**config.mk**
```make
export PLATFORM = sky130hd
export DESIGN_NAME = clk_ready_irq_ctrl
export DESIGN_NICKNAME = d
export VERILOG_FILES = /design/src/rtl/clkint_pkg.sv /design/src/rtl/clkint_rst_sync.sv /design/src/rtl/clkint_edge_det.sv /design/src/rtl/clkint_flag_cell.sv /design/src/rtl/clk_ready_irq_ctrl.sv
export SDC_FILE = /design/constraint.sdc
export NUM_CORES = 1
export LEC_CHECK = 0
export BUFFER_PORTS_ARGS = -buffer_cell sky130_fd_sc_hd__buf_2
export CAP_MARGIN = 30
export CORE_UTILIZATION = 41
export CTS_BUF_LIST = sky130_fd_sc_hd__clkbuf_16
export DETAILED_ROUTE_END_ITERATION = 12
export GPL_TIMING_DRIVEN = 0
export HOLD_SLACK_MARGIN = 0.15
export PLACE_DENSITY = 0.83
export SKIP_LAST_GASP = 1
export SYNTH_ARGS = -nofsm -noshare
export SYNTH_HDL_FRONTEND = slang
export SYNTH_SLANG_ARGS = --single-unit
```
**constraint.sdc**
```tcl
create_clock -name clk_i -period 1.8 [get_ports clk_i]
set_input_delay 0.09 -clock clk_i [delete_from_list [all_inputs] [get_ports clk_i]]
set_output_delay 0.09 -clock clk_i [all_outputs]
set_load 0.02 [all_outputs]
```
**src/rtl/clkint_pkg.sv**
```systemverilog
package clkint_pkg;
  localparam int unsigned NSRC     = 6;
  localparam int unsigned REG_W    = 32;
  localparam int unsigned RSVD_BIT = NSRC;
  localparam int unsigned FAIL_BIT = NSRC + 1;
  localparam int unsigned FLAG_W   = NSRC + 2;
  localparam int unsigned EN_LSB   = FLAG_W;
  localparam int unsigned CLR_LSB  = 16;
  localparam int unsigned RST_STG  = 2;
endpackage

```
**src/rtl/clkint_rst_sync.sv**
```systemverilog
module clkint_rst_sync #(
  parameter int unsigned STAGES = 2
) (
  input  logic clk_i,
  input  logic arst_ni,
  output logic rst_no
);
  logic [STAGES-1:0] sync_q;
  logic [STAGES-1:0] sync_d;

  always_comb begin
    sync_d = {sync_q[STAGES-2:0], 1'b1};
  end

  always_ff @(posedge clk_i or negedge arst_ni) begin
    if (!arst_ni) sync_q <= '0;
    else          sync_q <= sync_d;
  end

  assign rst_no = sync_q[STAGES-1];
endmodule

```
**src/rtl/clkint_edge_det.sv**
```systemverilog
module clkint_edge_det #(
  parameter int unsigned W = 7
) (
  input  logic         clk_i,
  input  logic         rst_ni,
  input  logic [W-1:0] lvl_i,
  output logic [W-1:0] rise_o
);
  logic [W-1:0] prev_q;
  logic [W-1:0] prev_d;

  always_comb begin
    prev_d = lvl_i;
    rise_o = lvl_i & ~prev_q;
  end

  always_ff @(posedge clk_i or negedge rst_ni) begin
    if (!rst_ni) prev_q <= '0;
    else         prev_q <= prev_d;
  end
endmodule

```
**src/rtl/clkint_flag_cell.sv**
```systemverilog
module clkint_flag_cell (
  input  logic clk_i,
  input  logic rst_ni,
  input  logic set_i,
  input  logic clr_i,
  output logic flag_o
);
  logic flag_q;
  logic flag_d;
  logic flag_ce;

  always_comb begin
    flag_ce = set_i | clr_i;
    flag_d  = set_i;
  end

  always_ff @(posedge clk_i or negedge rst_ni) begin
    if (!rst_ni)      flag_q <= 1'b0;
    else if (flag_ce) flag_q <= flag_d;
  end

  assign flag_o = flag_q;

  p_set_wins_r6: assert property (@(posedge clk_i) disable iff (!rst_ni)
    set_i |=> flag_o);
  p_clear_r5: assert property (@(posedge clk_i) disable iff (!rst_ni)
    (clr_i && !set_i) |=> !flag_o);
  p_sticky_r9: assert property (@(posedge clk_i) disable iff (!rst_ni)
    (flag_o && !clr_i) |=> flag_o);
endmodule

```
**src/rtl/clk_ready_irq_ctrl.sv**
```systemverilog
module clk_ready_irq_ctrl
  import clkint_pkg::*;
(
  input  logic             clk_i,
  input  logic             rst_ni,
  input  logic [NSRC-1:0]  rdy_i,
  input  logic             fail_det_i,
  input  logic             wr_en_i,
  input  logic [REG_W-1:0] wdata_i,
  output logic [REG_W-1:0] rdata_o,
  output logic             irq_o
);
  localparam int unsigned NIN = NSRC + 1;

  logic              rst_n;
  logic [NIN-1:0]    rise;
  logic [NSRC-1:0]   en_q;
  logic [NSRC-1:0]   en_d;
  logic              en_ce;
  logic [NSRC-1:0]   rdy_set;
  logic [NSRC-1:0]   rdy_clr;
  logic [NSRC-1:0]   rdy_flag;
  logic              fail_set;
  logic              fail_clr;
  logic              fail_flag;
  logic [FLAG_W-1:0] flags;
  logic              any_clr;
  logic              unused_wdata;

  clkint_rst_sync #(.STAGES(RST_STG)) i_rst_sync (
    .clk_i   (clk_i),
    .arst_ni (rst_ni),
    .rst_no  (rst_n)
  );

  clkint_edge_det #(.W(NIN)) i_edge (
    .clk_i  (clk_i),
    .rst_ni (rst_n),
    .lvl_i  ({fail_det_i, rdy_i}),
    .rise_o (rise)
  );

  // enable register: written whole on every bus write
  always_comb begin
    en_ce = wr_en_i;
    en_d  = wdata_i[EN_LSB +: NSRC];
  end

  always_ff @(posedge clk_i or negedge rst_n) begin
    if (!rst_n)     en_q <= '0;
    else if (en_ce) en_q <= en_d;
  end

  // set and clear requests
  always_comb begin
    rdy_set  = rise[NSRC-1:0] & en_q;
    rdy_clr  = {NSRC{wr_en_i}} & wdata_i[CLR_LSB +: NSRC];
    fail_set = rise[NSRC];
    fail_clr = wr_en_i & wdata_i[CLR_LSB + FAIL_BIT];
    any_clr  = (|rdy_clr) | fail_clr;
  end

  for (genvar g = 0; g < NSRC; g++) begin : g_rdy
    clkint_flag_cell i_cell (
      .clk_i  (clk_i),
      .rst_ni (rst_n),
      .set_i  (rdy_set[g]),
      .clr_i  (rdy_clr[g]),
      .flag_o (rdy_flag[g])
    );

    p_no_arm_r3: assert property (@(posedge clk_i) disable iff (!rst_n)
      (!en_q[g] && !rdy_flag[g]) |=> !rdy_flag[g]);
  end

  clkint_flag_cell i_fail_cell (
    .clk_i  (clk_i),
    .rst_ni (rst_n),
    .set_i  (fail_set),
    .clr_i  (fail_clr),
    .flag_o (fail_flag)
  );

  always_comb begin
    flags           = '0;
    flags[NSRC-1:0] = rdy_flag;
    flags[FAIL_BIT] = fail_flag;
  end

  always_comb begin
    rdata_o                   = '0;
    rdata_o[FLAG_W-1:0]       = flags;
    rdata_o[EN_LSB +: NSRC]   = en_q;
  end

  assign irq_o = |flags;

  assign unused_wdata = ^{wdata_i[FLAG_W-1:0],
                          wdata_i[CLR_LSB-1:EN_LSB+NSRC],
                          wdata_i[CLR_LSB+RSVD_BIT],
                          wdata_i[REG_W-1:CLR_LSB+FLAG_W]};

  p_fail_latch_r4: assert property (@(posedge clk_i) disable iff (!rst_n)
    $rose(fail_det_i) |=> rdata_o[FAIL_BIT]);
  p_en_hold_r7: assert property (@(posedge clk_i) disable iff (!rst_n)
    !wr_en_i |=> $stable(rdata_o[EN_LSB +: NSRC]));
  p_reserved_r8: assert property (@(posedge clk_i) disable iff (!rst_n)
    (rdata_o[RSVD_BIT] == 1'b0) && (rdata_o[REG_W-1:EN_LSB+NSRC] == '0));
  p_irq_hold_r9: assert property (@(posedge clk_i) disable iff (!rst_n)
    (irq_o && !any_clr) |=> irq_o);
  p_reset_r1: assert property (@(posedge clk_i)
    !rst_n |-> (rdata_o == '0 && !irq_o));
endmodule

```
==> impl_metrics.env, run 1 <==
export IMPL_grt_first_pass_wirelength_um=3060
export IMPL_clk_latency_ps=240
export IMPL_drive_gt1_share_pct=45.0
export IMPL_die_w_um=50.6
export IMPL_rrSetupSlack_ps=1020
export IMPL_drt_met1_wl_um=710
export IMPL_critPathArrivalTime_ps=1230
export IMPL_worstSetupEndpointType="output pin"
export IMPL_critPathLaunch="g_rdy[2].i_cell.flag_o"
export IMPL_wl_per_cell_um=10.2
export IMPL_synth_area_leader_cell="dfrtp_1"
export IMPL_tightest_slew_ps=753
export IMPL_setup_viol_count_final=0
export IMPL_power_density_nw_per_um2=857
export IMPL_grt_use_total_pct=16.1
export IMPL_grt_antenna_before_repair=0
export IMPL_post_synth_top_area_fraction_pct=56.9
export IMPL_cap_viol_max_count=0
export IMPL_port_buffers=36
export IMPL_die_area_um2=2560
export IMPL_grt_pass1_vias=732
export IMPL_nFillCells=169
export IMPL_cts_path_max_buffers=2
export IMPL_crit_slowest_cell="dfrtp_1"
export IMPL_htree_num_levels=1
export IMPL_syn_area_per_cell_um2=11.9
export IMPL_cp_cell_sequence="nor4_1, nand2_1, buf_2"
export IMPL_period_minus_slack_ps=1320
export IMPL_wirelength_um=1920
export IMPL_total_power_mw=1.32
export IMPL_status="finished clean"
export IMPL_ant_nets=0
export IMPL_yosysWarnings=0
export IMPL_synthCells=81
export IMPL_num_antenna_cells=0
export IMPL_synth_cell_types=12
export IMPL_min_delay_start="wr_en_i"
export IMPL_core_rowCount=17
export IMPL_holdWs_ps=167
export IMPL_fmax_ghz=0.759
export IMPL_final_setup_tns_ps=0
export IMPL_final_setup_skew_ps=0.961
export IMPL_path_clk_slew_ps=50
export IMPL_slew_violations=0
export IMPL_clockRootBuffer="clkbuf_16"
export IMPL_initial_utilization_pct=43.7
export IMPL_ys_seq_elements=22
export IMPL_grt_max_degree=21
export IMPL_worstSetupStartpointType="flop"
export IMPL_pin_count=75
export IMPL_period_share_pct=73.2
export IMPL_clock_sinks=22
export IMPL_cts_setup_buffers=0
export IMPL_met2WireLength_um=1070
export IMPL_rsz0062_at_grt="no"
export IMPL_gp_congestion=0.696
export IMPL_cp_buffers_inverters=1
export IMPL_dr_pass1_iters=4
export IMPL_finalHoldViolCount=0
export IMPL_wl_met3_um=122
export IMPL_required_ps=1710
export IMPL_grt_ovfl_total=0
export IMPL_cts_tree="built"
export IMPL_drc_errors=0
export IMPL_maxSlewHeadroom_pct=49.8
export IMPL_dieHeight_um=50.6
export IMPL_hpwl_um=1300
export IMPL_power_static_leakage_nw=0.835
export IMPL_nNetsFinal=204
export IMPL_r2r_start="i_rst_sync.sync_q[1]"
export IMPL_peakVddDrop_v=0.000647
export IMPL_utilization_pct=69.9
export IMPL_topRoutingLayerUsed="met4"
export IMPL_drt_iter0_drc=9
export IMPL_synth_seq_area_share_pct=56.9
export IMPL_syn_area_um2=967
export IMPL_syn2layout_area_growth_pct=59.8
export IMPL_hold_class="primary input to flop"
export IMPL_cp_max_fo=3
export IMPL_synth_area_top_cells="dfrtp_1 57%, buf_4 20%, mux2_2 7.0%"
export IMPL_critPathMaxStageDelay_ps=390
export IMPL_path_class="flop to output pin"
export IMPL_core_um2=2210
export IMPL_cts_buffers=3
export IMPL_cpLargestDelayFamily="simple AND/OR/NAND/NOR gates"
export IMPL_dr_total_vias=771
export IMPL_post_drt_via_cell_ratio=4.10
-- per-layer routing --
| layer | GRT usage (%) | up-vias |
|---|---|---|
| li1 | - | 380 |
| met4 | 5.09 | 0 |
| met2 | 31.3 | 39 |
| met3 | 3.33 | 2 |
| met1 | 16.8 | 350 |
| met5 | 0 | - |
-- logic make-up after synthesis --
logic type	synth area share, %
and+or+nand+nor	4.66
AOI/OAI and AO/OA	6.99
buffers and inverters	23.7
muxes	6.99
DFF	56.9
other	0.776
-- synth_stat cells --
library cell  count
nor4_1            1
o2bb2ai_1         1
a22o_1            1
mux2_2            6
dfrtp_1          22
conb_1            2
buf_6             1
nor3_1            1
nand2_1           9
a32o_1            5
inv_1             6
buf_4            26
-- where the power goes --
part           switching (mW)  internal, mW  leakage [nW]  total [mW]
registers              0.0401         0.542         0.261       0.582
clock network           0.142         0.292        0.0370       0.434
logic                   0.146         0.163         0.537       0.309
total                   0.328         0.997         0.835        1.32
-- path summary, 6_finish.rpt --
check | to | cells past startpoint
worst max-delay path | irq_o | 3
worst min-delay path | en_q[1] | 2
worst max register to register | i_edge.prev_q[2] | 0
worst min register to register | i_edge.prev_q[5] | 0
max in group asynchronous | i_rst_sync.sync_q[1] | 3
min in group asynchronous | i_edge.prev_q[5] | 0
-- per-stage QoR --
stage | instance area (um^2) | setup WS, ps | cells
finish | 1550 | 483 | 188
global route | 1550 | 441 | 188
CTS | 1550 | 494 | 188
detailed placement | 1250 | 815 | 163
global placement | 1250 | 834 | 163
floorplan | 1030 | 912 | 99
-- sequential cells by signal (all words and copies together), names as in the netlist --
register / cells
i_edge.prev_q: 7
g_rdy.i_cell.flag_o: 6
i_rst_sync.sync_q: 2
en_q: 6
i_fail_cell.flag_o: 1
-- what timing repair did --
action | CTS | global route
endpoints found under the hold margin | 22 | 0
endpoints found under the setup margin | 0 | 0
resized for setup | 0 | 0
hold buffers | 22 | 0
-- cell type report --
| class | count | area (um^2) | share of cell area [%] |
|---|---|---|---|
| buffer | 27 | 206 | 13.4 |
| sequential | 22 | 551 | 35.6 |
| clock buffer | 3 | 75.1 | 4.86 |
| inverter | 6 | 22.5 | 1.46 |
| multi-input combinational | 44 | 255 | 16.5 |
| tap | 28 | 35.0 | 2.27 |
| timing repair buffer | 58 | 400 | 25.9 |
-- placed cells by master (no fill, tap or decap) --
cell	n
conb_1	20
o2bb2ai_1	1
nand2_1	9
a22o_1	1
mux2_2	6
nor3_1	1
nor4_1	1
inv_1	6
buf_2	36
clkbuf_16	3
buf_6	1
dfrtp_1	22
a32o_1	5
dlygate4sd3_1	22
buf_4	26
(Power assumes the default switching activity.)
==> run 2: changes to the inputs <==
CORE_UTILIZATION = 38   (was 41)
PLACE_DENSITY = 0.77   (was 0.83)
clock period = 1.22 ns   (was 1.8 ns; I/O delays follow)
==> run 2 against run 1 <==
Compared with the run above: combinational power up 52%; sequential share of layout area down 1.4 points; via count up 0.26%; register-to-register slack worse by 640 ps; routed wire length down 4.5%; hold slack better by 150 ps; critical path depth unchanged; non-clock buffer count up 3; critical endpoint unchanged; worst setup slack worse by 520 ps; the flow now finishes with violations (setup timing); largest cell class unchanged.
==> impl_metrics.env, run 2 (same netlist as run 1, synthesis figures left out) <==
export IMPL_status="finished with violations"
export IMPL_violations="setup timing"
export IMPL_hold_class="flop to async pin"
export IMPL_core_um2=2300
export IMPL_dr_total_vias=773
export IMPL_setup_viol_count_final=1
export IMPL_grt_util_met3_pct=2.61
export IMPL_worstSetupStartpointType="flop"
export IMPL_initial_utilization_pct=42.1
export IMPL_cts_buffers=3
export IMPL_final_setup_skew_ps=5.02
export IMPL_wl_per_cell_um=9.54
export IMPL_cp_max_fo=2
export IMPL_grt_use_total_pct=15.5
export IMPL_dieHeight_um=52.5
export IMPL_gp_congestion=0.676
export IMPL_mostFrequentLayoutCells="36 x buf_2, 28 x buf_4, 23 x dlygate4sd3_1"
export IMPL_critPathArrivalTime_ps=1200
export IMPL_power_density_nw_per_um2=1380
export IMPL_nNetsFinal=207
export IMPL_timing_rr_end="g_rdy[4].i_cell.flag_o"
export IMPL_largest_register="i_edge.prev_q"
export IMPL_holdWs_ps=315
export IMPL_worst_slack_ps=-40.5
export IMPL_grt_util_met1_pct=17.0
export IMPL_place_inst=163
export IMPL_dr_pass1_iters=3
export IMPL_maxSlewHeadroom_pct=49.7
export IMPL_nFillCells=179
export IMPL_r2r_start="g_rdy[4].i_cell.flag_o"
export IMPL_hpwl_um=1280
export IMPL_design_area_um2=1610
export IMPL_die_w_um=52.5
export IMPL_wirelength_um=1830
export IMPL_power_static_leakage_nw=0.864
export IMPL_slew_violations=0
export IMPL_clock_sinks=22
export IMPL_rrSetupSlack_ps=380
export IMPL_period_minus_slack_ps=1260
export IMPL_rr_worst_depth=2
export IMPL_peakVddDrop_v=0.00138
export IMPL_finalHoldViolCount=0
export IMPL_grt_ovfl_total=0
export IMPL_grt_antenna_before_repair=0
export IMPL_final_cells=192
export IMPL_worstSetupEndpointType="output pin"
export IMPL_cap_viol_max_count=0
export IMPL_layout_commonest_cell="buf_2"
export IMPL_required_ps=1160
export IMPL_total_power_mw=2.22
export IMPL_grt_busiest_layer="met2"
export IMPL_port_buffers=36
export IMPL_period_share_pct=103
export IMPL_rsz0062_at_grt="yes"
export IMPL_globalRouteMet2Util_pct=29.3
export IMPL_clockRootBuffer="clkbuf_16"
export IMPL_fmax_ghz=0.793
export IMPL_placed_area_um2=1250
export IMPL_grt_pass1_vias=741
export IMPL_cts_path_max_buffers=2
export IMPL_post_drt_via_cell_ratio=4.03
export IMPL_cts_tree="built"
export IMPL_die_area_um2=2750
export IMPL_drc_errors=0
export IMPL_pin_count=75
export IMPL_drive_gt1_share_pct=46.3
export IMPL_grt_first_pass_wirelength_um=3070
export IMPL_ant_nets=0
export IMPL_drt_iter0_drc=1
export IMPL_htree_num_levels=1
export IMPL_num_antenna_cells=0
export IMPL_core_rowCount=17
export IMPL_dpl_worst_slack_ps=108
export IMPL_syn2layout_area_growth_pct=66.1
export IMPL_largest_reg_flops=7
export IMPL_tightest_slew_ps=755
export IMPL_path_clk_slew_ps=60
export IMPL_grt_max_degree=21
export IMPL_path_class="flop to output pin"
export IMPL_clk_latency_ps=250
## run 2: area by class of cell
class / instances / area, um^2 / share of cell area [%]
clock buffers: 3 / 75.1 / 4.67
plain buffers: 27 / 206 / 12.9
inverters: 6 / 22.5 / 1.40
well taps: 28 / 35.0 / 2.18
clock inverters: 1 / 30.0 / 1.87
flip-flops and latches: 22 / 551 / 34.3
repair buffers: 61 / 425 / 26.5
multi-input cells: 44 / 262 / 16.3
## run 2: how the worst max path moves through the flow
stage	startpoint	endpoint	slack, ps	cells past startpoint
finish	g_rdy[5].i_cell.flag_o	irq_o	-40	3
global route	g_rdy[5].i_cell.flag_o	irq_o	-120	3
CTS	g_rdy[5].i_cell.flag_o	irq_o	-70	3
detailed placement	g_rdy[2].i_cell.flag_o	irq_o	110	3
global placement	g_rdy[2].i_cell.flag_o	irq_o	180	3
floorplan	g_rdy[2].i_cell.flag_o	irq_o	360	2
## run 2: per-layer routing
layer / part of all wire (%) / vias to the layer above
met5: 0 / -
li1: - / 386
met2: 53 / 39
met4: 0.44 / 0
met1: 40 / 346
met3: 6.7 / 2
## run 2: metrics by stage
step | setup TNS [ps] | utilization [%]
6_report | -40.5 | 69.9
5_1_grt | -118 | 69.9
4_1_cts | -74.6 | 69.9
3_5_place_dp | 0 | 54.4
3_3_place_gp | 0 | 54.4
2_1_floorplan | 0 | -
## run 2: worst max-delay path: stages, from the launching register on
cell	delay (ps)
dfrtp_1	380
nor4_2	310
nand2_1	90
buf_2	170
## run 2: repair_timing
item	4_1_cts	5_1_grt
endpoints found under the setup margin	1	1
gates resized for setup	1	0
pin swaps	1	0
hold endpoints to repair	22	0
setup buffers	2	0
hold buffers	23	0
## run 2: report_power, final
part / switching, mW / internal (mW)
Sequential: 0.0573 / 0.799
Combinational: 0.215 / 0.255
Clock: 0.239 / 0.650
==> run 3: changes to the inputs <==
CORE_MARGIN = 4   (was not set)
SETUP_SLACK_MARGIN = 0.05   (was not set)
==> run 3 against run 2 <==
Compared with the run above: the flow still finishes with violations (setup timing); global-route usage decreased by 2.7 points; via count rose by 0.91%; final cell count up 1.0%; die area rose by 24%; worst setup slack improved by 31 ps; hold slack better by 13 ps; non-clock buffer count did not move; combinational power grew 1%; first-iteration DRC count rose to 12 times the previous value; largest cell class unchanged.
==> impl_metrics.env, run 3 (same netlist as run 1, synthesis figures left out) <==
export IMPL_status="finished with violations"
export IMPL_violations="setup timing"
export IMPL_final_setup_skew_ps=4.13
export IMPL_cap_viol_max_count=0
export IMPL_tightest_slew_ps=782
export IMPL_gp_congestion=0.666
export IMPL_path_class="flop to output pin"
export IMPL_dr_pass1_iters=4
export IMPL_dieHeight_um=58.5
export IMPL_grt_first_pass_wirelength_um=3350
export IMPL_clockRootBuffer="clkbuf_16"
export IMPL_period_share_pct=101
export IMPL_pin_count=75
export IMPL_crit_slowest_cell="dfrtp_1"
export IMPL_grt_use_total_pct=12.8
export IMPL_core_rowCount=18
export IMPL_required_ps=1160
export IMPL_die_w_um=58.5
export IMPL_power_density_nw_per_um2=1390
export IMPL_worstSetupStartpointType="flop"
export IMPL_grt_antenna_before_repair=0
export IMPL_htree_num_levels=1
export IMPL_drc_errors=0
export IMPL_syn2layout_area_growth_pct=66.9
export IMPL_die_area_um2=3420
export IMPL_dr_total_vias=780
export IMPL_slew_violations=0
export IMPL_rsz0062_at_grt="yes"
export IMPL_mostFrequentLayoutCells="36 x buf_2, 28 x buf_4, 23 x dlygate4sd3_1"
export IMPL_wirelength_um=2040
export IMPL_setup_viol_count_final=1
export IMPL_grt_pass1_vias=803
export IMPL_period_minus_slack_ps=1230
export IMPL_worstSetupEndpointType="output pin"
export IMPL_rrSetupSlack_ps=390
export IMPL_port_buffers=36
export IMPL_grt_max_degree=21
export IMPL_holdWs_ps=328
export IMPL_cp_buffers_inverters=1
export IMPL_clock_sinks=22
export IMPL_design_area_um2=1610
export IMPL_total_power_mw=2.24
export IMPL_hold_class="flop to async pin"
export IMPL_clk_latency_ps=250
export IMPL_maxSlewHeadroom_pct=47.8
export IMPL_num_antenna_cells=0
export IMPL_final_setup_tns_ps=-9.34
export IMPL_worst_slack_ps=-9.34
export IMPL_placed_area_um2=1250
export IMPL_post_drt_via_cell_ratio=4.02
export IMPL_finalHoldViolCount=0
export IMPL_cp_max_fo=2
export IMPL_largest_register="i_edge.prev_q"
export IMPL_nNetsFinal=207
export IMPL_nFillCells=183
export IMPL_initial_utilization_pct=39.4
export IMPL_layout_commonest_cell="buf_2"
export IMPL_critPathMaxStageDelay_ps=380
export IMPL_largest_reg_flops=7
export IMPL_core_um2=2450
export IMPL_drive_gt1_share_pct=47.0
export IMPL_hpwl_um=1500
export IMPL_cts_tree="built"
export IMPL_fmax_ghz=0.813
export IMPL_grt_ovfl_total=0
export IMPL_cp_cell_sequence="nor4_2, nand2_1, buf_2"
export IMPL_critPathArrivalTime_ps=1170
export IMPL_ant_nets=0
export IMPL_path_clk_slew_ps=60
export IMPL_wl_per_cell_um=10.5
export IMPL_power_static_leakage_nw=0.865
export IMPL_cpLargestDelayFamily="flip-flops"
export IMPL_drt_iter0_drc=12
export IMPL_dpl_worst_slack_ps=207
export IMPL_cts_path_max_buffers=2
export IMPL_cts_buffers=3
export IMPL_peakVddDrop_v=0.00131
[run 3: cell types whose count changed in the layout (fill, tap and decap cells not counted)]
cell    previous run  this run
nor3_1             1         0
nor3_2             0         1
[run 3: routing by layer]
metal	GRT usage, %	share of wire (%)	vias to the layer above
met3	2.85	9.7	3
li1	-	-	387
met2	22.3	50	39
met5	0	0	-
met4	4.97	1.1	0
met1	15.3	39	351
[run 3: stage by stage]
| stage | instances | util [%] |
|---|---|---|
| 4_1_cts | 194 | 65.7 |
| 3_5_place_dp | 165 | 51.0 |
| 5_1_grt | 194 | 65.7 |
| 3_3_place_gp | 165 | 51.0 |
| 6_report | 194 | 65.7 |
| 2_1_floorplan | 99 | - |
[run 3: timing repair]
| action | 4_1_cts | 5_1_grt |
|---|---|---|
| resized for setup | 2 | 0 |
| gates cloned | 0 | 0 |
| hold buffers | 23 | 0 |
| setup endpoints to repair | 1 | 1 |
| pin swaps | 1 | 0 |
| endpoints found under the hold margin | 22 | 0 |
| buffers inserted | 2 | 0 |
[run 3: report_power, final]
group	leakage, nW	internal [mW]	switching (mW)
Combinational	0.553	0.257	0.221
Sequential	0.261	0.799	0.0618
Clock	0.0511	0.651	0.247
[run 3: cell type report]
cell class	instances	area (um^2)	share of cell area [%]
timing repair buffer	61	425	26.4
clock inverter	1	30.0	1.86
sequential	22	551	34.1
inverter	6	22.5	1.40
multi-input combinational	44	267	16.5
clock buffer	3	75.1	4.65
tap	30	37.5	2.33
buffer	27	206	12.8
[run 3: worst paths after layout]
check | startpoint | to | cells after the start
setup / recovery | g_rdy[5].i_cell.flag_o | irq_o | 3
hold / removal | i_rst_sync.sync_q[1] | en_q[4] | 0
setup reg to reg | g_rdy[4].i_cell.flag_o | g_rdy[4].i_cell.flag_o | 2
hold reg to reg | i_rst_sync.sync_q[1] | en_q[4] | 0
max in group asynchronous | i_rst_sync.sync_q[1] | en_q[1] | 0
min in group clk_i | i_rst_sync.sync_q[0] | i_rst_sync.sync_q[1] | 0
[run 3: worst reg2reg max path: stages (launching register included)]
cell	delay (ps)
dfrtp_1	380
buf_4	140
a32o_1	200
